===== src/rtl/irq_agg_pkg.sv =====
package irq_agg_pkg;

  // Register word indices (byte address / 4)
  typedef enum logic [2:0] {
    RG_REQ  = 3'd0,
    RG_MASK = 3'd1,
    RG_PEND = 3'd2,
    RG_CTRL = 3'd3,
    RG_ADDR = 3'd4
  } reg_word_e;

  // Bit of the control register that blocks message delivery
  localparam int BUSERR_BIT = 0;

endpackage


===== src/rtl/irq_agg_edge.sv =====
module irq_agg_edge #(
  parameter int NUM_LINES = 32
) (
  input  logic                 clk,
  input  logic                 rst,
  input  logic [NUM_LINES-1:0] lines,
  output logic [NUM_LINES-1:0] rise
);

  logic [NUM_LINES-1:0] level_q;

  always_ff @(posedge clk) begin
    if (rst) level_q <= '0;
    else     level_q <= lines;
  end

  // One-cycle strobe per low-to-high transition
  genvar g;
  generate
    for (g = 0; g < NUM_LINES; g++) begin : g_line
      assign rise[g] = lines[g] & ~level_q[g];
    end
  endgenerate

endmodule


===== src/rtl/irq_agg_regs.sv =====
module irq_agg_regs
  import irq_agg_pkg::*;
#(
  parameter int              DATA_W     = 32,
  parameter int              ADDR_W     = 5,
  parameter logic [DATA_W-1:0] RESET_ADDR = 32'hFFFB_0003
) (
  input  logic                  clk,
  input  logic                  rst,
  input  logic                  bus_sel,
  input  logic                  bus_wr,
  input  logic [ADDR_W-1:0]     bus_addr,
  input  logic [DATA_W/8-1:0]   bus_be,
  input  logic [DATA_W-1:0]     bus_wdata,
  output logic [DATA_W-1:0]     bus_rdata,
  output logic                  bus_rvalid,
  input  logic [DATA_W-1:0]     rise,
  output logic [DATA_W-1:0]     fire,
  output logic                  buserr,
  output logic [DATA_W-1:0]     addr_q
);

  localparam int NBYTE  = DATA_W / 8;
  localparam int LANE_W = $clog2(NBYTE);
  localparam int WORD_W = ADDR_W - LANE_W;

  logic [DATA_W-1:0] mask_q, pend_q, req_q, ctrl_q;
  logic [DATA_W-1:0] rd_val;
  logic [WORD_W-1:0] word;
  logic              rd_hit, wr_hit, pend_hit;

  assign word     = bus_addr[ADDR_W-1:LANE_W];
  assign rd_hit   = bus_sel && !bus_wr;
  assign wr_hit   = bus_sel && bus_wr;
  assign pend_hit = bus_sel && (word == WORD_W'(RG_PEND));

  // Big-endian lane merge: enable bit 0 owns the most significant byte
  function automatic logic [DATA_W-1:0] lane_merge(
    input logic [DATA_W-1:0] old_v,
    input logic [DATA_W-1:0] new_v,
    input logic [NBYTE-1:0]  be
  );
    logic [DATA_W-1:0] r;
    r = old_v;
    for (int b = 0; b < NBYTE; b++) begin
      if (be[b]) r[DATA_W-1-8*b -: 8] = new_v[DATA_W-1-8*b -: 8];
    end
    return r;
  endfunction

  always_comb begin
    rd_val = '0;
    unique case (word)
      WORD_W'(RG_REQ):  rd_val = req_q;
      WORD_W'(RG_MASK): rd_val = mask_q;
      WORD_W'(RG_PEND): rd_val = pend_q;
      WORD_W'(RG_CTRL): rd_val[BUSERR_BIT] = ctrl_q[BUSERR_BIT];
      WORD_W'(RG_ADDR): rd_val = addr_q;
      default:          rd_val = '0;
    endcase
  end

  always_ff @(posedge clk) begin
    if (rst) begin
      mask_q     <= '0;
      pend_q     <= '0;
      req_q      <= '0;
      ctrl_q     <= '0;
      addr_q     <= RESET_ADDR;
      bus_rdata  <= '0;
      bus_rvalid <= 1'b0;
    end else begin
      bus_rvalid <= rd_hit;
      if (rd_hit) bus_rdata <= rd_val;
      // clear on any pending access, then fold in this cycle's edges
      pend_q <= (pend_hit ? '0 : pend_q) | rise;
      req_q  <= req_q | (rise & mask_q);
      if (wr_hit) begin
        unique case (word)
          WORD_W'(RG_MASK): mask_q <= lane_merge(mask_q, bus_wdata, bus_be);
          WORD_W'(RG_CTRL): ctrl_q <= lane_merge(ctrl_q, bus_wdata, bus_be);
          WORD_W'(RG_ADDR): addr_q <= lane_merge(addr_q, bus_wdata, bus_be);
          default: ;
        endcase
      end
    end
  end

  assign buserr = ctrl_q[BUSERR_BIT];
  assign fire   = buserr ? '0 : (rise & mask_q);

  // every edge is visible in the pending register one cycle later
  p_pend_sets_r2: assert property (@(posedge clk) disable iff (rst)
    (|rise) |=> ((pend_q & $past(rise)) == $past(rise)));

  // after a pending access only the coinciding edges remain
  p_pend_clear_r6: assert property (@(posedge clk) disable iff (rst)
    pend_hit |=> (pend_q == $past(rise)));

  // request bits never fall outside reset
  p_req_sticky_r8: assert property (@(posedge clk) disable iff (rst)
    ((req_q & $past(req_q)) == $past(req_q)));

endmodule


===== src/rtl/irq_agg_msgq.sv =====
module irq_agg_msgq #(
  parameter int DATA_W  = 32,
  parameter int DEPTH   = 4,
  parameter int MSG_LSB = 5
) (
  input  logic              clk,
  input  logic              rst,
  input  logic [DATA_W-1:0] fire,
  input  logic [DATA_W-1:0] snap,
  input  logic              msg_ready,
  output logic              msg_valid,
  output logic [DATA_W-1:0] msg_addr,
  output logic [DATA_W-1:0] msg_data
);

  localparam int PTR_W = $clog2(DEPTH);
  localparam int CNT_W = $clog2(DEPTH + 1);
  localparam int HIT_W = $clog2(DATA_W + 1);
  localparam logic [DATA_W-1:0] LOW_MASK = DATA_W'((1 << MSG_LSB) - 1);

  logic [DATA_W-1:0] mem [DEPTH];
  logic [PTR_W-1:0]  wr_ptr, rd_ptr;
  logic [CNT_W-1:0]  count;
  logic [HIT_W-1:0]  hits;
  logic [DATA_W-1:0] head;
  int                free_n, push_n;
  logic              pop;

  always_comb begin
    hits = '0;
    for (int i = 0; i < DATA_W; i++) hits = hits + HIT_W'(fire[i]);
  end

  // accept as many of this cycle's messages as there are free entries
  always_comb begin
    free_n = DEPTH - int'(count);
    push_n = (int'(hits) < free_n) ? int'(hits) : free_n;
  end

  assign pop = msg_valid && msg_ready;

  always_ff @(posedge clk) begin
    for (int i = 0; i < DEPTH; i++) begin
      if (i < push_n) mem[PTR_W'(int'(wr_ptr) + i)] <= snap;
    end
  end

  always_ff @(posedge clk) begin
    if (rst) begin
      wr_ptr <= '0;
      rd_ptr <= '0;
      count  <= '0;
    end else begin
      wr_ptr <= PTR_W'(int'(wr_ptr) + push_n);
      rd_ptr <= rd_ptr + PTR_W'(pop);
      count  <= CNT_W'(int'(count) + push_n - (pop ? 1 : 0));
    end
  end

  assign head      = mem[rd_ptr];
  assign msg_valid = (count != '0);
  assign msg_addr  = head & ~LOW_MASK;
  assign msg_data  = head & LOW_MASK;

  // occupancy bounded by the depth
  p_no_overflow_r12: assert property (@(posedge clk) disable iff (rst)
    (int'(count) <= DEPTH));

  // a stalled message holds still
  p_hold_r12: assert property (@(posedge clk) disable iff (rst)
    (msg_valid && !msg_ready) |=> (msg_valid && $stable(msg_addr) && $stable(msg_data)));

  // an enabled edge into an empty queue yields a message
  p_accept_r4: assert property (@(posedge clk) disable iff (rst)
    ((|fire) && (count == '0)) |=> msg_valid);

endmodule


===== src/rtl/irq_msg_aggregator.sv =====
module irq_msg_aggregator #(
  parameter int                NUM_LINES  = 32,
  parameter int                DATA_W     = 32,
  parameter int                ADDR_W     = 5,
  parameter int                Q_DEPTH    = 4,
  parameter int                MSG_LSB    = 5,
  parameter logic [DATA_W-1:0] RESET_ADDR = 32'hFFFB_0003
) (
  input  logic                clk,
  input  logic                rst,
  input  logic [NUM_LINES-1:0] irq_in,
  input  logic                bus_sel,
  input  logic                bus_wr,
  input  logic [ADDR_W-1:0]   bus_addr,
  input  logic [DATA_W/8-1:0] bus_be,
  input  logic [DATA_W-1:0]   bus_wdata,
  output logic [DATA_W-1:0]   bus_rdata,
  output logic                bus_rvalid,
  output logic                msg_valid,
  output logic [DATA_W-1:0]   msg_addr,
  output logic [DATA_W-1:0]   msg_data,
  input  logic                msg_ready
);

  logic [NUM_LINES-1:0] rise;
  logic [DATA_W-1:0]    rise_w, fire_w, addr_w;
  logic                 buserr_w;

  irq_agg_edge #(.NUM_LINES(NUM_LINES)) u_edge (
    .clk   (clk),
    .rst   (rst),
    .lines (irq_in),
    .rise  (rise)
  );

  always_comb begin
    rise_w = '0;
    rise_w[NUM_LINES-1:0] = rise;
  end

  irq_agg_regs #(
    .DATA_W     (DATA_W),
    .ADDR_W     (ADDR_W),
    .RESET_ADDR (RESET_ADDR)
  ) u_regs (
    .clk        (clk),
    .rst        (rst),
    .bus_sel    (bus_sel),
    .bus_wr     (bus_wr),
    .bus_addr   (bus_addr),
    .bus_be     (bus_be),
    .bus_wdata  (bus_wdata),
    .bus_rdata  (bus_rdata),
    .bus_rvalid (bus_rvalid),
    .rise       (rise_w),
    .fire       (fire_w),
    .buserr     (buserr_w),
    .addr_q     (addr_w)
  );

  irq_agg_msgq #(
    .DATA_W  (DATA_W),
    .DEPTH   (Q_DEPTH),
    .MSG_LSB (MSG_LSB)
  ) u_msgq (
    .clk       (clk),
    .rst       (rst),
    .fire      (fire_w),
    .snap      (addr_w),
    .msg_ready (msg_ready),
    .msg_valid (msg_valid),
    .msg_addr  (msg_addr),
    .msg_data  (msg_data)
  );

  // with delivery blocked an idle port stays idle
  p_quiet_buserr_r5: assert property (@(posedge clk) disable iff (rst)
    (buserr_w && !msg_valid) |=> !msg_valid);

endmodule


===== config.mk =====
export PLATFORM = sky130hd
export DESIGN_NAME = irq_msg_aggregator
export DESIGN_NICKNAME = d
export VERILOG_FILES = /design/src/rtl/irq_agg_pkg.sv /design/src/rtl/irq_agg_edge.sv /design/src/rtl/irq_agg_regs.sv /design/src/rtl/irq_agg_msgq.sv /design/src/rtl/irq_msg_aggregator.sv
export SDC_FILE = /design/constraint.sdc
export NUM_CORES = 1
export LEC_CHECK = 0
export BUFFER_PORTS_ARGS = -buffer_cell sky130_fd_sc_hd__buf_2
export CAP_MARGIN = 20
export CORE_ASPECT_RATIO = 2
export CORE_MARGIN = 5
export CORE_UTILIZATION = 35
export DETAILED_ROUTE_END_ITERATION = 8
export PLACE_DENSITY_LB_ADDON = 0.12
export SETUP_SLACK_MARGIN = 0.5
export SKIP_LAST_GASP = 1
export SYNTH_ARGS = -nofsm -noshare
export SYNTH_HDL_FRONTEND = slang
export SYNTH_HIERARCHICAL = 1
export SYNTH_SLANG_ARGS = --single-unit

===== constraint.sdc =====
create_clock -name clk -period 8.7 [get_ports clk]
set_input_delay 0.435 -clock clk [delete_from_list [all_inputs] [get_ports clk]]
set_output_delay 0.435 -clock clk [all_outputs]
set_load 0.005 [all_outputs]

### Word level (Yosys, flattened, before mapping)

Memories as Yosys holds them, arrays and structs flattened. A register that Yosys moved wholly into a read port is not among the register bits.
Index checks and enable logic that the tools add are counted.

* bits in registers: 201
* bits in writable memories: 128
* input port bits: 78
* output and inout port bits: 98
* word-level logic and storage cells: 164
* memories kept: 1

* $add $sub $neg: 39
* $lt $le $gt $ge: 5
* equal/unequal tests: 4
* muxes and demuxes: 15
* bitwise gates (word level): 67
* reductions and logical operators: 16

Memories
* u_msgq.mem: words 4, bits a word 32, rd ports 1, clocked after Yosys merged registers in 1, write ports 4, line irq_agg_msgq.sv:21 `logic [DATA_W-1:0] mem [DEPTH];`

Operators with widths (count)
* $add 6x1->6: 30
* $pmux 31 s4: 1
* $mux 32: 3
* $lt 3x32->1 const A: 2
* $or 32x32->32: 2
* $and 1x1->1: 32
* $and 32x32->32: 1
* $lt 1x32->1 const A: 1
* $lt 2x32->1 const A: 1
* $lt 7x32->1: 1
* $not 1->1: 32
* $reduce_and 3->1: 9
* $mux 1: 9
* $eq 3x2->1 const B: 2
* $pmux 1 s5: 1
* $add 2x2->2 const B: 2
* $logic_and 1x1->1: 4
* $sub 3x3->4 const A: 1
* $add 3x3->3: 1
* $eq 3x1->1 const B: 1
* $eq 3x3->1 const B: 1
* $logic_not 3->1: 1
* $reduce_bool 3->1: 1
* $sub 3x3->3: 1
* 6 further kinds: 6

### Longest topological paths before layout

* depth after elaboration: 40
* gate-level depth with buffers: 31
* gate-level depth less buffers: 30

### Modules after synthesis

Netlist, hierarchy kept.

By module, submodules not included
* irq_agg_regs: instances 1, cells an instance 798, area an instance 7643.6 sq um
* irq_agg_msgq: instances 1, cells an instance 366, area an instance 6357.3 sq um
* irq_agg_edge: instances 1, cells an instance 99, area an instance 1074.8 sq um

### Worst setup path before layout

Ideal clock, no wire load.

* kind: reg-to-reg
* from: reg u_regs.ctrl_q[0]
* to: mem u_msgq.mem[0][0] (enable)
* data arrival time: 7222 ps
* path slack: 1081 ps
* stages on the path, launching flop included: 27
* path buffers: 3
* period minus slack after synthesis: 7619 ps
* path through: dfxtp_1 -> clkbuf_1 -> clkbuf_1 -> nor2_1 -> fa_1 -> inv_1 -> fa_1 -> fa_1 -> fa_1 -> fa_1 -> inv_1 -> fa_1 -> inv_1 -> fa_1 -> nand2b_1 -> a21oi_1 -> xor2_1 -> ha_1 -> o21ai_0 -> a21oi_1 -> o21ai_0 -> ha_1 -> buf_6 -> mux2i_4 -> a21oi_1 -> a21oi_1 -> o21ai_2

RTL lines
* from (decl): line irq_agg_regs.sv:27 `logic [DATA_W-1:0] mask_q, pend_q, req_q, ctrl_q;`
* from (signal assigned): line irq_agg_regs.sv:81 `WORD_W'(RG_CTRL): ctrl_q <= lane_merge(ctrl_q, bus_wdata, bus_be);`
* to (decl): line irq_agg_msgq.sv:21

### Worst setup path after layout

* from: reg u_edge.level_q[23]
* to: reg u_msgq.count[2]

* cells in the longest elaborated chain, start to end: 17

RTL lines
* from (decl): line irq_agg_edge.sv:10 `logic [NUM_LINES-1:0] level_q;`
* from (signal assigned): line irq_agg_edge.sv:14 `else level_q <= lines;`
* $not 1->1 *: line irq_agg_edge.sv:21 `assign rise[g] = lines[g] & ~level_q[g];`
* $and 1x1->1 *: line irq_agg_edge.sv:21
* via rise[23]: line irq_msg_aggregator.sv:25 `logic [NUM_LINES-1:0] rise;`
* $and 32x32->32 *: line irq_agg_regs.sv:90 `assign fire = buserr ? '0 : (rise & mask_q);`
* $mux 32 *: line irq_agg_regs.sv:90
* via fire_w[23]: line irq_msg_aggregator.sv:26 `logic [DATA_W-1:0] rise_w, fire_w, addr_w;`
* $add 6x1->6 * (9 in a row): line irq_agg_msgq.sv:31 `for (int i = 0; i < DATA_W; i++) hits = hits + HIT_W'(fire[i]);`
* $lt 7x32->1: line irq_agg_msgq.sv:37 `push_n = (int'(hits) < free_n) ? int'(hits) : free_n;`
* $mux 32 *: line irq_agg_msgq.sv:37
* $add 3x3->3 *: line irq_agg_msgq.sv:56 `count <= CNT_W'(int'(count) + push_n - (pop ? 1 : 0));`
* $sub 3x3->3 *: line irq_agg_msgq.sv:56
* to (signal assigned): line irq_agg_msgq.sv:56
* to (decl): line irq_agg_msgq.sv:23 `logic [CNT_W-1:0] count;`

The timed path passes the listed nets; every way through them passes the cells marked *.
A chain may end at the register's enable or synchronous reset.

==> flow_metrics.env <==
export IMPL_status="complete, no violations"
export IMPL_viasPerCell=4.93
export IMPL_cts_tree="built"
export IMPL_insertion_delay_ns=0.57
export IMPL_finalClockSkew_ns=0.0146
export IMPL_antenna_found_initial=1
export IMPL_synth_main_ff_cell="dfxtp_1"
export IMPL_dp_worst_setup_slack_ns=0.469
export IMPL_cts_buffers=30
export IMPL_holdBufCountCts=0
export IMPL_rows=107
export IMPL_pin_count=176
export IMPL_synth_edf_count=128
export IMPL_vias=9546
export IMPL_synth_seq_area_share_pct=52.2
export IMPL_drcViolationCount=0
export IMPL_power_density_nw_per_um2=275
export IMPL_whs_ns=0.0890
export IMPL_fp_dieArea_um2=47600
export IMPL_routed_wl_um=38600
export IMPL_crit_slowest_cell="fa_1"
export IMPL_start_util_pct=35.4
export IMPL_syn_to_final_growth_pct=13.2
export IMPL_peakVddDrop_v=0.000187
export IMPL_grt_max_degree=95
export IMPL_cp_top_family="adder cells"
export IMPL_globalRouteOverflowTotal=0
export IMPL_path_class="reg -> reg"
export IMPL_place_inst=1880
export IMPL_grt_pass1_vias=9912
export IMPL_post_synth_instance_area_um2=15100
export IMPL_gr_usage_all_layers_pct=16.2
export IMPL_synth_cell_type_count=63
export IMPL_finalNonFillerCells=1938
export IMPL_fin_setup_tns_ns=0
export IMPL_fin_crit_sh_pct=88.8
export IMPL_first_iter_violations=400
export IMPL_ys_warnings_count=6
export IMPL_die_w_um=157
export IMPL_syn_avg_cell_area_um2=11.9
export IMPL_rsz0062_at_grt="no"
export IMPL_crit_path_start_kind="register"
export IMPL_synthArstFlopShare_pct=0
export IMPL_grt_pass1_wl_um=59500
export IMPL_drv_slew=0
export IMPL_clk_pin_slew_worst_paths_ns=0.07
export IMPL_critPathBufInv=3
export IMPL_hold_viol=0
export IMPL_clock_fmax_mhz=129
export IMPL_min_path_type="in -> reg"
export IMPL_setup_violations=0
export IMPL_root_buffer="clkbuf_16"
export IMPL_tightestPinTransition_ns=0.977
export IMPL_place_congestion=0.795
export IMPL_leakagePower_nw=6.19
export IMPL_synth_ff_latch_count=329
export IMPL_cts_buffer_depth=3
export IMPL_crit_arrival_ns=8.17
export IMPL_core_um2=42600
export IMPL_setup_ws_ns=0.972
export IMPL_relSlewSlack_pct=34.8
export IMPL_drv_cap=0
export IMPL_antenna_left=0
export IMPL_io_buffers=141
export IMPL_firstDrtPassIters=6
export IMPL_synthAdderAreaFrac_pct=4.73
export IMPL_synth_simple_area_share_pct=16.7
export IMPL_nets=1488
export IMPL_synth_compound_area_share_pct=8.74
export IMPL_drive_gt1_share_pct=25.1
export IMPL_dp_hpwl_um=26500
export IMPL_endpoint_kind="register"
export IMPL_synth_xor_area_share_pct=0.631
export IMPL_worstPathMaxFanout=10
export IMPL_final_util_pct=40.1
export IMPL_required_ns=9.14
export IMPL_cts_max_level=1
export IMPL_syn_inst=1263
export IMPL_crit_path_max_incr_delay_ns=0.59
export IMPL_synth_mux_area_share_pct=11.0
export IMPL_synth_top_family_by_area="simple AND/OR/NAND/NOR gates"
export IMPL_clock_sinks=329
export IMPL_wire_per_inst_um=19.9
export IMPL_die_y_um=304
export IMPL_cpMostUsedCell="fa_1"
export IMPL_period_minus_slack_ns=7.73
[sequential cells by signal, indices dropped and copies added (netlist names)]
name	count
u_msgq/mem	128
u_edge/level_q	32
u_regs/addr_q	32
u_regs/bus_rdata	32
u_regs/mask_q	32
u_regs/pend_q	32
u_regs/req_q	32
u_msgq/count	3
u_msgq/rd_ptr	2
u_msgq/wr_ptr	2
u_regs/bus_rvalid	1
u_regs/ctrl_q	1
[logic make-up (layout without fill, tap and decap cells)]
logic type                 Yosys count  after routing
AOI/OAI and AO/OA                  185            185
buffers and inverters              163            261
xor gates and xnor gates            10             10
other                                1             33
DFF                                329            329
and+or+nand+nor                    416            416
adders and majority gates           42             42
muxes                              117            117
[Yosys cell counts, types with 17 or more instances]
cell | count | area share [%]
a211oi_2 | 24 | 2.0
a21oi_1 | 85 | 2.8
and4bb_2 | 35 | 2.9
buf_2 | 22 | 0.73
buf_4 | 42 | 2.1
clkbuf_1 | 39 | 0.97
dfxtp_1 | 201 | 27
edfxtp_1 | 128 | 25
fa_1 | 25 | 3.3
ha_1 | 17 | 1.4
inv_1 | 45 | 1.1
mux2_2 | 25 | 1.9
mux2i_1 | 51 | 3.4
mux4_2 | 32 | 4.8
nand2_1 | 46 | 1.1
nand2b_1 | 61 | 2.5
nor2_1 | 138 | 3.4
nor2b_1 | 69 | 2.9
o21ai_0 | 20 | 0.66
o2bb2ai_1 | 31 | 1.8
[worst paths after layout]
path / start / to / slack [ns] / cells after the start
setup / recovery: u_edge/level_q[23]$_SDFF_PP0_ / u_msgq/count[2]$_SDFF_PP0_ / 0.97 / 29
setup reg to reg: u_edge/level_q[23]$_SDFF_PP0_ / u_msgq/count[2]$_SDFF_PP0_ / 0.97 / 29
hold reg to reg: u_regs/bus_rdata[20]$_SDFFE_PP0P_ / u_regs/bus_rdata[20]$_SDFFE_PP0P_ / 0.46 / 1
hold / removal: irq_in[12] / u_edge/level_q[12]$_SDFF_PP0_ / 0.09 / 2
[placed cells by master (no fill, tap or decap), types with 3 or more instances in the layout]
master | netlist | final
dfxtp_1 | 201 | 200
buf_2 | 22 | 139
nor2_1 | 138 | 137
edfxtp_1 | 128 | 128
a21oi_1 | 85 | 85
nor2b_1 | 69 | 69
nand2b_1 | 61 | 61
mux2i_1 | 51 | 51
nand2_1 | 46 | 46
inv_1 | 45 | 45
and4bb_2 | 35 | 35
mux4_2 | 32 | 32
conb_1 | 1 | 32
clkbuf_16 | 0 | 31
o2bb2ai_1 | 31 | 31
mux2_2 | 25 | 25
fa_1 | 25 | 25
a211oi_2 | 24 | 24
o21ai_0 | 20 | 20
nand3_1 | 16 | 16
ha_1 | 17 | 16
nor4bb_1 | 16 | 16
buf_4 | 42 | 13
and4bb_1 | 11 | 11
a211oi_1 | 8 | 8
mux2_4 | 8 | 8
and3_1 | 7 | 7
xnor2_1 | 6 | 6
buf_12 | 1 | 6
clkinv_1 | 0 | 5
clkbuf_1 | 39 | 5
clkinvlp_4 | 0 | 4
clkinvlp_2 | 0 | 3
xor2_1 | 3 | 3
[cell type report]
| cell class | instances | area [um^2] |
|---|---|---|
| fillers | 4200 | 25500 |
| flip-flops and latches | 329 | 7870 |
| multi-input cells | 802 | 6430 |
| repair buffers | 159 | 925 |
| clock buffers | 38 | 822 |
| well taps | 545 | 682 |
| inverters | 46 | 173 |
| clock inverters | 18 | 151 |
| diodes | 1 | 2.50 |
[where the power goes]
group	internal, mW	switching, mW
clock	0.729	0.600
combinational	0.486	0.789
sequential	2.02	0.0682
[per-layer routing]
metal,GRT usage (%),wire (um),vias up
met1,20.4,16400,4675
met5,0,0,-
li1,-,-,4611
met4,4.72,947,0
met2,28.8,19700,216
met3,1.96,1630,44
[through the flow]
stage               area [um^2]  power, mW
finish                    17100       4.69
global route              17100       4.95
CTS                       17000       4.78
floorplan                 15200       2.89
detailed placement        16100       3.42
global placement          16100       3.42
[timing repair]
action,4_1_cts,5_1_grt
gates resized for setup,0,1
setup buffers,0,1
endpoints found under the setup margin,0,18
Note: power is estimated with default switching activity, not from simulation.
